### config.mk
export PLATFORM = sky130hd
export DESIGN_NAME = nand_ecc_gen
export DESIGN_NICKNAME = d
export VERILOG_FILES = /design/src/rtl/nand_ecc_gen.sv
export SDC_FILE = /design/constraint.sdc
export NUM_CORES = 1
export LEC_CHECK = 0
export BUFFER_PORTS_ARGS = -buffer_cell sky130_fd_sc_hd__buf_2
export CORE_UTILIZATION = 50
export DETAILED_ROUTE_END_ITERATION = 8
export GPL_TIMING_DRIVEN = 0
export PLACE_DENSITY = 0.77
export SYNTH_ARGS = -nofsm -noshare
export SYNTH_HDL_FRONTEND = slang
export SYNTH_SLANG_ARGS = --single-unit
### constraint.sdc
create_clock -name clk -period 3.35 [get_ports clk]
set_input_delay 0.1675 -clock clk [delete_from_list [all_inputs] [get_ports clk]]
set_output_delay 0.1675 -clock clk [all_outputs]
set_load 0.1 [all_outputs]
### src/rtl/nand_ecc_gen.sv
module nand_ecc_gen #(
  parameter int SEG_BYTES = 256,
  parameter int DW        = 8
) (
  input  logic        clk,
  input  logic        rst_n,
  input  logic        dp_valid,
  input  logic [7:0]  dp_byte,
  input  logic [7:0]  status_byte,
  input  logic [2:0]  reg_addr,
  input  logic        reg_we,
  input  logic [7:0]  reg_wdata,
  output logic [31:0] reg_rdata
);
  localparam int IW  = $clog2(SEG_BYTES);
  localparam int CW  = $clog2(DW);
  localparam int LW  = 2 * IW;
  localparam int CPW = 2 * CW;
  localparam logic [IW:0] FULL = SEG_BYTES[IW:0];

  logic          en_q, inv_q;
  logic [IW:0]   cnt;
  logic [LW-1:0] lp, lp_upd;
  logic [CPW-1:0] cp, cp_upd;

  wire ctl_wr = reg_we && (reg_addr == 3'd5);
  wire clr    = ctl_wr && reg_wdata[1];
  wire take   = dp_valid && en_q && (cnt < FULL);
  wire bpar   = ^dp_byte;

  genvar k, g, b;
  generate
    for (k = 0; k < IW; k++) begin : g_line
      assign lp_upd[2*k+1] = bpar &  cnt[k];
      assign lp_upd[2*k]   = bpar & ~cnt[k];
    end
    for (g = 0; g < CW; g++) begin : g_col
      logic [DW-1:0] msk;
      for (b = 0; b < DW; b++) begin : g_m
        assign msk[b] = ((b >> g) & 1) == 1;
      end
      assign cp_upd[2*g+1] = ^(dp_byte &  msk);
      assign cp_upd[2*g]   = ^(dp_byte & ~msk);
    end
  endgenerate

  always_ff @(posedge clk) begin
    if (!rst_n) begin
      en_q  <= 1'b0;
      inv_q <= 1'b0;
      cnt   <= '0;
      lp    <= '0;
      cp    <= '0;
    end else begin
      if (ctl_wr) begin
        en_q  <= reg_wdata[0];
        inv_q <= reg_wdata[2];
      end
      if (clr) begin
        cnt <= '0;
        lp  <= '0;
        cp  <= '0;
      end else if (take) begin
        cnt <= cnt + 1'b1;
        lp  <= lp ^ lp_upd;
        cp  <= cp ^ cp_upd;
      end
    end
  end

  wire [LW-1:0]  lp_o = inv_q ? ~lp : lp;
  wire [CPW-1:0] cp_o = inv_q ? ~cp : cp;
  wire [15:0]    line = 16'(lp_o);
  wire [7:0]     col  = {cp_o, {(8-CPW){1'b1}}};

  always_comb begin
    case (reg_addr)
      3'd0:    reg_rdata = {col, line[15:8], line[7:0], status_byte};
      3'd1:    reg_rdata = {24'd0, line[7:0]};
      3'd2:    reg_rdata = {24'd0, line[15:8]};
      3'd3:    reg_rdata = {24'd0, col};
      3'd5:    reg_rdata = {29'd0, inv_q, 1'b0, en_q};
      default: reg_rdata = '0;
    endcase
  end
endmodule


* Yosys cells after proc, flatten, opt, wreduce, memory -nomap -nowiden *
Cells that the tools add are included.

word-level totals
  latch bits = 0
  bits of input ports = 31
  register bits = 33
  memories kept = 0
  bits in read-only memories = 0
  memory bits (writable) = 0
  word-level logic and storage cells = 56

cells by class
  bitwise gates (word level) = 29
  equality and inequality tests = 4
  add/sub/neg operators = 1
  order comparisons = 1
  multiply operators = 0
  mux-type cells = 3
  shift operators = 0
  divide/modulo/power cells = 0
  reduce and logical (&&, ||, !) cells = 13

operators with widths
  kind                                                count
  case mux 32 bit (5 select lines)                    1
  XOR reduction 8 bit                                 7
  bitwise AND 1 bit                                   16
  2-to-1 mux 16 bit                                   1
  NOT 16 bit                                          1
  bitwise XOR 16 bit                                  1
  adder 9 x 1 -> 9 bit (second input constant)        1
  less-than comparator 9 bit (second input constant)  1
  NOT 1 bit                                           9
  == test 3 x 2 -> 1 bit (second input constant)      2
  2-to-1 mux 6 bit                                    1
  NOT 6 bit                                           1
  bitwise XOR 6 bit                                   1
  logical AND 1 bit                                   4
  == test 3 x 1 -> 1 bit (second input constant)      1
  == test 3 bit (second input constant)               1
  zero test 3 bit                                     1
  OR reduction 2 bit                                  1

* Depth between registers and ports, before layout *
  depth in word-level cells = 4
  mapped depth = 6
  depth with buffers taken out = 5

* Worst setup path after synthesis *
Ideal clock, no wire load.

  path kind = flip-flop to output port
  start = register inv_q
  end = output reg_rdata[1]
  stages on the path, launching flop included = 5
  data required time = 3182 ps
  arrival = 3328 ps
  setup slack = -146 ps
  cell sequence = dfxtp_1 buf_1 buf_1 a21oi_1 nor3_1

between the ends
  word-level cells in the longest chain between the ends = 2

RTL lines
  what                              RTL line  text
  start: declaration                21        logic en_q, inv_q;
  start signal: assignment          57        inv_q <= reg_wdata[2];
  2-to-1 mux 16 bit                 71        wire [LW-1:0] lp_o = inv_q ? ~lp : lp;
  case mux 32 bit (5 select lines)  77        case (reg_addr)
  end: declaration                  13        output logic [31:0] reg_rdata

Every way passes these cells.

* Final worst setup path *
Same ends and word-level chain as after synthesis.

==> results.yml <==
outcome:
  status: "finished, final reports clean"
power_and_ir_drop:
  peakVddDrop_mv: 0.289
  power_uw: 920
  power_density_mw_per_mm2: 348
  p_leak_nw: 0.968
synth:
  synth_xor_area_share_pct: 17.5
  synth_cell_types: 37
  yosys.area_share.simple_pct: 23.9
  synth_area_per_cell_um2: 7.53
  yosysMostFrequentCell: "nor2_1"
  synth_top_family_by_area: "simple AND/OR/NAND/NOR gates"
  yosysWarnings: 0
  syn_inst: 293
  synth-edff-count: 0
  yosys.area.top_type_share_pct: 29.9
  mappedNetlistArea_mm2: 0.00221
  synth-main-ff-cell: "dfxtp_1"
  synth-seq-cells: 33
  yosys-top-cells-area: "dfxtp_1 30%, xnor2_1 15%, nor2_1 7.3%"
  synth_top_area_cell: "dfxtp_1"
  seq_area_frac_synth_pct: 29.9
  synth.area.mux_share_pct: 2.72
  synthAdderAreaFrac_pct: 0.567
  synth_commonest_cells: "43 x nor2_1, 39 x xnor2_1, 33 x dfxtp_1"
  synth_nets: 325
  synth_compound_area_share_pct: 20.5
  async_flop_share_pct: 0
timing:
  max_slew_margin_pct: 55.9
  tns_ns: 0
  hold_viol: 0
  fin_crit_ns: 2.52
  setup_viol: 0
  tightest_slew_ns: 0.661
  worst_clock_skew_ns: 0.00944
  rsz0062_at_grt: "no"
  fin_hold_ws_ns: 0.129
  timing.fmax_mhz: 397
  drv_slew: 0
  fin_crit_sh_pct: 75.1
die:
  die_w_um: 68.4
  chipHeight_um: 68.4
  start_util_pct: 53.6
  io-pin-count: 63
  coreArea_mm2: 0.00412
  rows: 23
  dieArea_mm2: 0.00468
clocking:
  numCtsBuffers: 5
  cts_tree: "done"
  cts_resized: 0
  clk_pin_slew_worst_paths_ns: 0.06
  ctsHoldBuffers: 0
  insertion_delay_ns: 0.29
  cts.sinks: 33
  clockBufferDepth: 2
  post_cts_buffers: 0
  root_buffer: "clkbuf_8"
  cts-htree-levels: 2
detailed_routing:
  wirelength_mm: 5.69
  via_per_inst: 5.52
  wl_per_cell_um: 14.0
  postRouteAntennaNets: 0
  firstDrtPassIters: 5
  drtIter0Drc: 154
  drc: 0
  vias: 2245
grt:
  antenna_found_initial: 0
  met1_usage_pct: 34.4
  grt.met3_usage_pct: 4.50
  track_usage_pct: 25.9
  grt.met2_usage_pct: 42.3
  grt_pass1_vias: 1864
  grt_pass1_wl_mm: 8.94
  busiest_layer: "met2"
  grt_overflow: 0
  grt_start_max_net_pins: 12
min_path:
  hp-class: "in -> reg"
  hold_depth: 3
  hold_path.startpoint: "reg_wdata[2]"
  hold_end: "inv_q"
worst_setup_path:
  rr_startpoint: "en_q"
  path_max_fanout: 10
  cp.arrival_ns: 2.35
  worst_setup_path_end_kind: "primary output"
  cp.required_ns: 3.18
  rr_endpoint: "lp[11]"
  crit_type: "reg -> out"
  critPathLaunchType: "flip-flop"
  r2r_setup_slack_ns: 1.59
  worstRegToRegCells: 5
placed_design:
  place_hpwl_mm: 4.34
  gp_congestion: 0.867
  io_buffers: 56
flow_run:
  drv_cap: 0
finish:
  post-route-util_pct: 64.3
  drive_gt1_share_pct: 19.0
  fill_cells: 387
  nets: 388
  n_antenna_cell: 0
  syn_to_final_growth_pct: 19.9
where the power goes:
part	total (mW)	internal, mW	switching (mW)
clock network	0.289	0.143	0.146
logic	0.232	0.0647	0.167
registers	0.399	0.395	0.00370
critical path, cell delays in order (launching register included):
cell and delay, ns:
dfxtp_1 0.36, buf_1 0.42, buf_1 0.50, a21oi_1 0.17
nor3_2 0.17, buf_2 0.44
final cells by class:
cell class              instances  area [um^2]  share of cell area [%]
inverters                       4         15.0                   0.567
clock inverters                 3         17.5                   0.662
repair buffers                 56          280                    10.6
multi-input cells             232         1450                    54.7
flip-flops and latches         33          661                    25.0
plain buffers                  24         95.1                    3.59
well taps                      50         62.6                    2.36
clock buffers                   5         68.8                    2.60
cell usage in the layout (no fill, tap or decap), types with 6 or more instances in the layout:
master,count
nor2b_1,6
or3_1,17
a21oi_1,32
nand2_1,17
buf_2,56
xnor2_1,39
mux2i_1,6
nor2_1,43
dfxtp_1,33
clkbuf_1,17
o21ai_0,18
o31ai_1,9
or4_1,8
registers in the layout, summed over array words and instances (netlist names):
register	cells
cnt	9
en_q	1
lp	16
inv_q	1
cp	6
logic make-up (layout without fill, tap and decap cells):
kind of cell               Yosys count  in the layout
AOI/OAI and AO/OA                   75             75
xor gates and xnor gates            44             44
adders and majority gates            1              1
buffers and inverters               28             92
DFF                                 33             33
muxes                                6              6
and+or+nand+nor                    106            106
metrics by stage:
stage	worst slack, ns	std cells	area (um^2)
2_1_floorplan	0.674	293	2220
3_3_place_gp	1.16	399	2560
3_5_place_dp	1.11	399	2560
4_1_cts	0.799	407	2650
5_1_grt	0.636	407	2650
6_report	0.833	407	2650
how the worst max path moves through the flow:
stage	start	depth (start not counted)	slack (ns)	endpoint
2_1_floorplan	inv_q	4	0.67	reg_rdata[12]
3_3_place_gp	inv_q	5	1.16	reg_rdata[1]
3_5_place_dp	inv_q	5	1.11	reg_rdata[1]
4_1_cts	inv_q	5	0.80	reg_rdata[1]
5_1_grt	inv_q	5	0.64	reg_rdata[1]
6_report	inv_q	5	0.83	reg_rdata[1]
layer usage:
layer  wire, um  vias to the layer above
li1           -                     1156
met3        407                        5
met4         55                        0
met1       2610                      989
met2       2620                       95
met5          0                        -
(Power assumes the default switching activity.)
